===== src/rtl/backoff_timer.sv =====
module backoff_timer #(
  parameter int MASK_W = 16
) (
  input  logic                         clk,
  input  logic                         rst_n,
  input  logic                         start_i,
  input  logic                         collide_i,
  input  logic                         done_i,
  input  logic                         tick_i,
  input  logic [MASK_W-1:0]            rand_i,
  output logic                         retry_o,
  output logic                         fail_o,
  output logic                         waiting_o,
  output logic [$clog2(MASK_W+1)-1:0]  coll_cnt_o
);
  localparam int CW = $clog2(MASK_W+1);
  localparam logic [CW-1:0]     CNT_ONE = CW'(1);
  localparam logic [MASK_W-1:0] IV_ONE  = MASK_W'(1);

  typedef enum logic [1:0] {S_IDLE, S_TX, S_WAIT, S_FAIL} st_t;

  st_t               st_q;
  logic [MASK_W-1:0] mask_q;
  logic [MASK_W-1:0] ival_q;
  logic [CW-1:0]     cnt_q;

  wire [MASK_W-1:0] mask_nx = {mask_q[MASK_W-2:0], 1'b1};
  wire              full_nx = mask_nx[MASK_W-1];

  always_ff @(posedge clk) begin
    if (!rst_n) begin
      st_q    <= S_IDLE;
      mask_q  <= '0;
      ival_q  <= '0;
      cnt_q   <= '0;
      retry_o <= 1'b0;
    end else begin
      retry_o <= 1'b0;
      if (start_i) begin
        st_q   <= S_TX;
        mask_q <= '0;
        ival_q <= '0;
        cnt_q  <= '0;
      end else if (done_i) begin
        if (st_q != S_FAIL) st_q <= S_IDLE;
        ival_q <= '0;
      end else begin
        unique case (st_q)
          S_TX: if (collide_i) begin
            mask_q <= mask_nx;
            cnt_q  <= cnt_q + CNT_ONE;
            if (full_nx) begin
              st_q <= S_FAIL;
            end else begin
              ival_q <= mask_nx & rand_i;
              st_q   <= S_WAIT;
            end
          end
          S_WAIT: if (tick_i) begin
            if (ival_q == '0) begin
              retry_o <= 1'b1;
              st_q    <= S_TX;
            end else begin
              ival_q <= ival_q - IV_ONE;
            end
          end
          default: ;
        endcase
      end
    end
  end

  assign fail_o     = (st_q == S_FAIL);
  assign waiting_o  = (st_q == S_WAIT);
  assign coll_cnt_o = cnt_q;


  start_clear_chk: assert property (@(posedge clk) disable iff (!rst_n)
    start_i |=> (!fail_o && !waiting_o && coll_cnt_o == '0));


  retry_pulse_chk: assert property (@(posedge clk) disable iff (!rst_n)
    retry_o |=> !retry_o);


  retry_src_chk: assert property (@(posedge clk) disable iff (!rst_n)
    retry_o |-> ($past(tick_i) && $past(waiting_o)));


  fail_quiet_chk: assert property (@(posedge clk) disable iff (!rst_n)
    fail_o |-> (!retry_o && !waiting_o));


  fail_hold_chk: assert property (@(posedge clk) disable iff (!rst_n)
    (fail_o && !start_i) |=> fail_o);


  done_idle_chk: assert property (@(posedge clk) disable iff (!rst_n)
    (done_i && !start_i) |=> (!waiting_o && !retry_o));


  wait_ignore_chk: assert property (@(posedge clk) disable iff (!rst_n)
    (waiting_o && collide_i && !start_i && !done_i) |=> $stable(coll_cnt_o));
endmodule


===== config.mk =====
export PLATFORM = sky130hd
export DESIGN_NAME = backoff_timer
export DESIGN_NICKNAME = d
export VERILOG_FILES = /design/src/rtl/backoff_timer.sv
export SDC_FILE = /design/constraint.sdc
export NUM_CORES = 1
export LEC_CHECK = 0
export ABC_AREA = 1
export BUFFER_PORTS_ARGS = -buffer_cell sky130_fd_sc_hd__buf_2
export CORE_UTILIZATION = 51
export CTS_CLUSTER_DIAMETER = 120
export DETAILED_ROUTE_END_ITERATION = 8
export HOLD_SLACK_MARGIN = 0.03
export MAX_ROUTING_LAYER = met4
export PLACE_DENSITY_LB_ADDON = 0.05
export SLEW_MARGIN = 0
export SYNTH_ARGS = -nofsm -noshare
export SYNTH_HDL_FRONTEND = slang
export SYNTH_SLANG_ARGS = --single-unit

===== constraint.sdc =====
create_clock -name clk -period 1.7 [get_ports clk]
set_clock_uncertainty 0.2 [all_clocks]
set_input_delay 0.17 -clock clk [delete_from_list [all_inputs] [get_ports clk]]
set_output_delay 0.17 -clock clk [all_outputs]
set_load 0.03 [all_outputs]

After elaboration in Yosys (flattened, before gate mapping)
Cells that the tools add are included.
{"block": "word_totals", "reg_bits": 39, "in_bits": 22, "out_inout_bits": 8, "word_cells": 54}
{"block": "classes", "add_sub_neg": 2, "n_eq_ne": 16, "muxes": 14, "n_bitwise": 5, "n_reduce_logical": 11}
{"op": "16-bit 2-to-1 mux", "count": 4}
{"op": "16-bit one-hot mux with 2 select lines", "count": 1}
{"op": "16-bit AND", "count": 1}
{"op": "16-bit logical NOT", "count": 1}
{"op": "16-bit by 1-bit subtractor with 16-bit output, second input constant", "count": 1}
{"op": "5-bit AND reduction", "count": 3}
{"op": "2-bit 2-to-1 mux", "count": 5}
{"op": "2-bit inequality test, second input constant", "count": 5}
{"op": "4-bit inequality test, second input constant", "count": 2}
{"op": "3-bit by 2-bit inequality test with 1-bit output, second input constant", "count": 2}
{"op": "3-bit inequality test, second input constant", "count": 2}
{"op": "5-bit by 1-bit adder with 5-bit output, second input constant", "count": 1}
{"op": "5-bit OR reduction", "count": 1}
{"op": "2-bit equality test, second input constant", "count": 2}
{"op": "4-bit by 3-bit inequality test with 1-bit output, second input constant", "count": 1}
{"op": "1-bit NOT", "count": 4}
{"op": "2-bit one-hot mux with 2 select lines", "count": 1}
{"op": "4-bit nonzero test", "count": 1}
{"op": "1-bit 2-to-1 mux", "count": 3}
{"op": "3-bit AND reduction", "count": 1}
{"op": "3-bit nonzero test", "count": 1}
{"op": "3-bit OR reduction", "count": 1}
{"op": "2-bit by 1-bit equality test with 1-bit output, second input constant", "count": 1}
{"op": "2-bit by 1-bit inequality test with 1-bit output, second input constant", "count": 1}
{"op": "2 further kinds", "count": 2}

Depth between registers and ports, before layout
Gate-level depths: netlist (run 1).
{"block": "logic_depth", "ltp_word": 6, "mapped_depth": 11, "mapped_depth_nobuf": 11}

Least setup slack after synthesis (run 1)
OpenSTA, ideal clock, no wires.
{"block": "synth_timing", "path_kind": "flip-flop to flip-flop", "startpoint": "register st_q[0]", "endpoint": "register ival_q[6]", "arrival_ns": 1.602, "setup_slack_ns": -0.227, "stages_incl_launch_ff": 12, "path_buffers": 1, "period_less_slack_ns": 1.927, "cell_sequence": "dfxtp_1 > inv_1 > ha_1 > nand2_1 > o21ai_1 > nor2_4 > nand2_4 > inv_2 > buf_6 > nand2_2 > nand2_1 > nor2_2"}
{"block": "synth_via", "elab_chain_cells": 3, "elab_cells_between_ends": 9, "cone_classes": "eq/ne (6); mux (1); reduce/logical (2)"}
{"element": "start, declared", "line_no": "22", "source": "st_t st_q;"}
{"element": "start signal, assigned", "line_no": "32", "source": "st_q <= S_IDLE;"}
{"element": "start signal, assigned", "line_no": "40", "source": "st_q <= S_TX;"}
{"element": "start signal, assigned", "line_no": "45", "source": "if (st_q != S_FAIL) st_q <= S_IDLE;"}
{"element": "2-bit equality test *"}
{"element": "net waiting_o", "line_no": "13", "source": "output logic waiting_o,"}
{"element": "2-bit inequality test (no line) / 2-bit nonzero test (equally long branches)"}
{"element": "5-bit AND reduction (no line)"}
{"element": "end signal, assigned", "line_no": "55", "source": "ival_q <= mask_nx & rand_i;"}
{"element": "end signal, assigned", "line_no": "64", "source": "ival_q <= ival_q - IV_ONE;"}
{"element": "end, declared", "line_no": "24", "source": "logic [MASK_W-1:0] ival_q;"}
The timed path passes the listed nets; every way through them passes the cells marked *.
A chain may end at the register's enable or synchronous reset.

Final worst setup path (run 1)
{"block": "layout_timing", "startpoint": "register st_q[1]", "endpoint": "register ival_q[2]"}
{"block": "layout_via", "elab_chain_cells": 3, "elab_cells_between_ends": 9, "cone_classes": "eq/ne (6); mux (1); reduce/logical (2)"}
{"element": "2-bit by 1-bit equality test with 1-bit output / 2-bit equality test (equally long branches)", "line_no": "48", "source": "unique case (st_q)"}
{"element": "2-bit inequality test (no line) / 2-bit nonzero test (equally long branches)"}
{"element": "5-bit AND reduction (no line)"}
Parallel ways exist; a longest one is shown, timed or not.

==> impl_metrics.json, run 1 <==
{
  "gp_congestion": 0.893,
  "path_cells": "buf_6, ha_4, buf_12, nand4_4, nand2_4, buf_12, nand2_1, o21ai_0, nor2_1",
  "synth_top_area_share_pct": 35.5,
  "rsz0062_at_grt": "yes",
  "hold_viol": 0,
  "grt_max_degree": 21,
  "worstSetupEndpointType": "flip-flop",
  "fillCellCount": 355,
  "drt_iter0_markers": 210,
  "slew_violations": 0,
  "ir_drop_mv": 0.622,
  "n_antenna_cell": 0,
  "first_global_vias": 1992,
  "clock-root-buffer": "clkbuf_8",
  "maxCapViolations": 0,
  "power_density_nw_per_um2": 778,
  "worstSetupStartpointType": "flip-flop",
  "status": "completed",
  "worst_pin_slew_ns": 0.293,
  "place.port_buffers": 28,
  "antenna_found_initial": 0,
  "synth.area.top_cells": "dfxtp_1 35%, nand2_1 15%, nor2_1 12%",
  "area_growth_pct": 32.0,
  "fp.dieW_um": 67.7,
  "finalSetupViolations": 0,
  "crit_type": "reg -> reg",
  "critPathRequiredTime_ns": 1.69,
  "drc": 0,
  "syn_inst": 344,
  "p_leak_nw": 1.33,
  "layout_commonest_cell": "nand2_1",
  "ys_seq_elements": 39,
  "wl_mm": 5.76,
  "fp.coreArea_um2": 4090,
  "worstPathArrival_ns": 1.64,
  "hpwlAfterDp_mm": 3.95,
  "cpMaxStageDelayCell": "dfxtp_2",
  "avgSynthCellArea_um2": 6.40,
  "ant_nets": 0,
  "nets": 425,
  "grt-ovfl-total": 0,
  "fin_setup_tns_ns": 0,
  "grt_first_pass_wirelength_mm": 8.83,
  "clkSlewWorstSetupHoldPaths_ns": 0.08,
  "start_util_pct": 53.9,
  "synth_cell_types": 30,
  "cts_htree_levels": 2,
  "die_y_um": 67.7,
  "clock_latency_ns": 0.30,
  "worstHoldPathType": "in -> reg",
  "clock-sinks": 39,
  "drive_above_1_share_pct": 27.1,
  "min_period_ns": 1.65,
  "max_freq_ghz": 0.605,
  "avgViaCountPerCell": 5.21,
  "synth_area_leader_cell": "dfxtp_1",
  "cts_buffer_depth": 2,
  "synth_warnings": 0,
  "vias": 2341,
  "top_level_ports": 30,
  "layout_common_cells": "83 x nand2_1, 63 x nor2_1, 36 x dfxtp_1",
  "synth_area_um2": 2200,
  "cts_tree": "done",
  "fp.dieArea_um2": 4580,
  "grt_usage_pct": 26.8,
  "critPathMaxStageDelay_ns": 0.34,
  "seq_area_frac_synth_pct": 35.5,
  "cpMostUsedCell": "buf_12",
  "wl_per_cell_um": 12.8,
  "power_mw": 2.26,
  "rows": 23,
  "relSlewSlack_pct": 80.4,
  "cts_inserted_buffers": 5,
  "first_pass_iters": 4,
  "path_max_fanout": 11,
  "fin_crit_sh_pct": 97.3,
  "synth_nets": 371
}
[Yosys cell counts (all sizes together)]
library cell and instances:
a21oi 17, a31oi 2, and2 1, buf 7, clkbuf 3, clkinv 1, dfxtp 39, ha 5
inv 32, nand2 90, nand3 26, nand4 4, nor2 76, nor3 2, nor3b 1, o21ai 33
o21bai 2, o22ai 1, or2 1, xor2 1
[layer usage]
metal  global-route usage, %  share of wire, %  up-vias
met5                       -                 0        -
met4                    13.8               2.5        0
met3                    4.05               4.4       13
met2                    41.1                48       50
met1                    33.8                45     1070
li1                        -                 -     1208
[flip-flops by register name, indices dropped and copies added (netlist names)]
| register | flops |
|---|---|
| retry_o | 1 |
| coll_cnt_o | 5 |
| ival_q | 16 |
| st_q | 2 |
| mask_q | 15 |
[final timing paths]
kind / startpoint / endpoint / slack (ns) / cells after the start
max: st_q[1]$_SDFFE_PP0P_ / ival_q[2]$_SDFFE_PP0P_ / 0.05 / 9
min reg2reg: coll_cnt_o[4]$_SDFFE_PP0P_ / coll_cnt_o[4]$_SDFFE_PP0P_ / 0.26 / 2
max reg2reg: st_q[1]$_SDFFE_PP0P_ / ival_q[2]$_SDFFE_PP0P_ / 0.05 / 9
min: rand_i[0] / ival_q[0]$_SDFFE_PP0P_ / 0.01 / 5
[worst max-delay path, delay by kind of cell, from the launching register on]
| family | cells | cell delay (ns) |
|---|---|---|
| AND/OR/NAND/NOR | 4 | 0.35 |
| flip-flops | 1 | 0.34 |
| buffers and inverters | 3 | 0.37 |
| adder cells (fa/ha/maj) | 1 | 0.21 |
| AO/OA/AOI/OAI | 1 | 0.06 |
[cell type report]
class	count	area, µm²	area share, %
Sequential cell	39	787	27.1
Timing Repair Buffer	57	452	15.5
Clock inverter	2	35.0	1.21
Multi-Input combinational cell	262	1360	46.7
Tap cell	50	62.6	2.15
Inverter	33	130	4.48
Clock buffer	6	82.6	2.84
[report_power, final]
| group | leakage (nW) | total, mW | internal [mW] | switching, mW |
|---|---|---|---|---|
| logic | 0.951 | 0.491 | 0.216 | 0.275 |
| registers | 0.317 | 0.945 | 0.930 | 0.0152 |
| clock network | 0.0612 | 0.825 | 0.475 | 0.350 |
[repair_timing]
item                                   in CTS  in global routing
pin swaps                                   1                  5
buffers inserted                            1                  4
endpoints found under the hold margin       2                  0
gates cloned                                0                  2
setup endpoints to repair                  19                 37
resized for setup                           7                 32
hold buffers                                3                  0
[kinds of logic (layout without fill, tap and decap cells)]
kind of cell	after synthesis	in the layout	share of synthesized area (%)
AOI/OAI and AO/OA	55	55	13.1
xor gates and xnor gates	1	1	0.398
adders and majority gates	5	5	2.84
buffers and inverters	43	98	8.24
DFF	39	39	35.5
and+or+nand+nor	201	201	40.0
[stage by stage]
stage                     std cells  area (µm²)  hold slack (ns)  setup WS, ns  utilization (%)
after floorplan                 344        2220           0.0676        0.0180                -
after global placement          432        2560            0.171       -0.0340             62.6
after detailed placement        432        2560            0.192       -0.0499             62.6
after CTS                       443        2730           0.0347      0.000427             66.7
after global routing            449        2910           0.0883       -0.0411             71.1
final                           449        2910           0.0136        0.0466             71.1
Note: power is estimated with default switching activity, not from simulation.
==> inputs of run 2 (changes only) <==
--- a/config.mk
+++ b/config.mk
@@ -13,6 +13,7 @@
 export HOLD_SLACK_MARGIN = 0.03
 export MAX_ROUTING_LAYER = met4
 export PLACE_DENSITY_LB_ADDON = 0.05
+export RECOVER_POWER = 50
 export SLEW_MARGIN = 0
 export SYNTH_ARGS = -nofsm -noshare
 export SYNTH_HDL_FRONTEND = slang
==> run 2 against run 1 <==
Compared with the run above: sequential power about the same; core utilization decreased by 0.25 points; cell count unchanged; total power increased by 0.12%; register-to-register slack about the same; critical path type unchanged.
==> impl_metrics.json, run 2 (synthesis results as in run 1) <==
{
  "area_growth_pct": 31.5,
  "r2r_cells": 9,
  "critPathRequiredTime_ns": 1.69,
  "layout_commonest_cell": "nand2_1",
  "grt_use_met3_pct": 4.05,
  "rr_startpoint": "st_q[1]$_SDFFE_PP0P_",
  "fp.coreArea_um2": 4090,
  "ant_nets": 0,
  "cts_inserted_buffers": 5,
  "n_antenna_cell": 0,
  "path_cells": "buf_6, ha_4, buf_12, nand4_4, nand2_4, buf_12, nand2_1, o21ai_0, nor2_1",
  "grt_first_pass_wirelength_mm": 8.83,
  "cts_htree_levels": 2,
  "place.port_buffers": 28,
  "slew_violations": 0,
  "gp_congestion": 0.893,
  "hold_viol": 0,
  "grt.met1_usage_pct": 33.8,
  "clock-sinks": 39,
  "clock_latency_ns": 0.30,
  "fin_crit_sh_pct": 97.4,
  "maxCapViolations": 0,
  "critPathBufInv": 3,
  "grt-ovfl-total": 0,
  "fp.dieW_um": 67.7,
  "reg2reg_slack_ns": 0.04,
  "first_global_vias": 1992,
  "drt_iter0_markers": 204,
  "fillCellCount": 359,
  "cpMostUsedCell": "buf_12",
  "worstSetupStartpointType": "flip-flop",
  "clkSlewWorstSetupHoldPaths_ns": 0.08,
  "pre_cts_ws_ns": -0.0499,
  "fp.dieArea_um2": 4580,
  "met2_usage_pct": 41.1,
  "worstHoldPathType": "in -> reg",
  "cp_top_family": "buffers and inverters",
  "worstPathArrival_ns": 1.65,
  "worstSetupEndpointType": "flip-flop",
  "regMostFlops": "ival_q",
  "antenna_found_initial": 0,
  "wl_mm": 5.78,
  "cts_tree": "done",
  "finalSetupViolations": 0,
  "rsz0062_at_grt": "yes",
  "wl_per_cell_um": 12.9,
  "nets": 425,
  "clock-root-buffer": "clkbuf_8",
  "grt_usage_pct": 26.8,
  "cpMaxStageDelayCell": "dfxtp_2",
  "min_period_ns": 1.66,
  "avgViaCountPerCell": 5.23,
  "top_level_ports": 30,
  "r2r-end": "ival_q[2]$_SDFFE_PP0P_",
  "first_pass_iters": 5,
  "rows": 23,
  "die_y_um": 67.7,
  "drive_above_1_share_pct": 25.6,
  "worst_pin_slew_ns": 0.366,
  "vias": 2349,
  "p_leak_nw": 1.30,
  "hp-start": "rand_i[0]",
  "max_freq_ghz": 0.604,
  "start_util_pct": 53.9,
  "fin_area_um2": 2900,
  "status": "completed",
  "cts_buffer_depth": 2,
  "path_max_fanout": 11,
  "ir_drop_mv": 0.630,
  "dpl.cell_count": 432,
  "grt_max_degree": 21,
  "crit_start": "st_q[1]$_SDFFE_PP0P_",
  "fin_setup_tns_ns": 0,
  "whs_path_depth": 5,
  "critPathMaxStageDelay_ns": 0.34,
  "relSlewSlack_pct": 75.7,
  "final_cell_count_no_fill": 449,
  "whs_endpoint": "ival_q[0]$_SDFFE_PP0P_",
  "gr-max-usage-layer": "met2",
  "power_density_nw_per_um2": 781,
  "drc": 0,
  "crit_type": "reg -> reg",
  "layout_common_cells": "83 x nand2_1, 63 x nor2_1, 36 x dfxtp_1",
  "largest_reg_flops": 16,
  "hpwlAfterDp_mm": 3.95,
  "dpl_cell_area_um2": 2560,
  "finalWorstSetupSlack_ns": 0.0439
}
## run 2: layer usage
metal | share of wire (%) | vias up | routed length, µm
li1 | - | 1201 | -
met1 | 45 | 1077 | 2600
met2 | 49 | 58 | 2830
met3 | 3.5 | 13 | 205
met4 | 2.5 | 0 | 145
met5 | 0 | - | 0
## run 2: power breakdown
| part | switching [mW] | internal, mW |
|---|---|---|
| combinational | 0.276 | 0.215 |
| sequential | 0.0153 | 0.930 |
| clock | 0.353 | 0.475 |
| total | 0.643 | 1.62 |
## run 2: layout make-up
| cell class | count | area (µm²) | share of cell area, % |
|---|---|---|---|
| flip-flops and latches | 39 | 787 | 27.2 |
| clock buffers | 6 | 82.6 | 2.85 |
| repair buffers | 57 | 442 | 15.2 |
| inverters | 33 | 130 | 4.49 |
| clock inverters | 2 | 35.0 | 1.21 |
| well taps | 50 | 62.6 | 2.16 |
| multi-input cells | 262 | 1360 | 46.9 |
## run 2: what timing repair did
item | 4_1_cts | 5_1_grt
setup buffers | 1 | 4
endpoints found under the setup margin | 19 | 37
gates resized for setup | 7 | 32
cloned | 0 | 2
hold buffers | 3 | 0
pin swaps | 1 | 5
hold endpoints to repair | 2 | 0
## run 2: stage by stage
stage	power [mW]	hold slack, ns	utilization (%)
CTS	2.20	0.0347	66.7
global placement	1.37	0.171	62.6
global route	2.35	0.0883	70.9
detailed placement	1.38	0.192	62.6
finish	2.26	0.0142	70.9
floorplan	1.24	0.0676	-
## run 2: worst max path at each step
stage / depth (start not counted) / slack (ns) / endpoint
6_report: 9 / 0.04 / ival_q[2]$_SDFFE_PP0P_
5_1_grt: 9 / -0.04 / ival_q[3]$_SDFFE_PP0P_
4_1_cts: 9 / 0.0004 / st_q[1]$_SDFFE_PP0P_
3_5_place_dp: 10 / -0.05 / ival_q[11]$_SDFFE_PP0P_
3_3_place_gp: 10 / -0.03 / ival_q[11]$_SDFFE_PP0P_
2_1_floorplan: 11 / 0.02 / ival_q[6]$_SDFFE_PP0P_
## run 2: worst reg2reg max path, cell delays in order (launching register included)
cell and delay [ns]:
dfxtp_2 0.34, buf_6 0.10, ha_4 0.21, buf_12 0.14, nand4_4 0.12, nand2_4 0.13, buf_12 0.13, nand2_1 0.05
o21ai_0 0.06, nor2_1 0.06
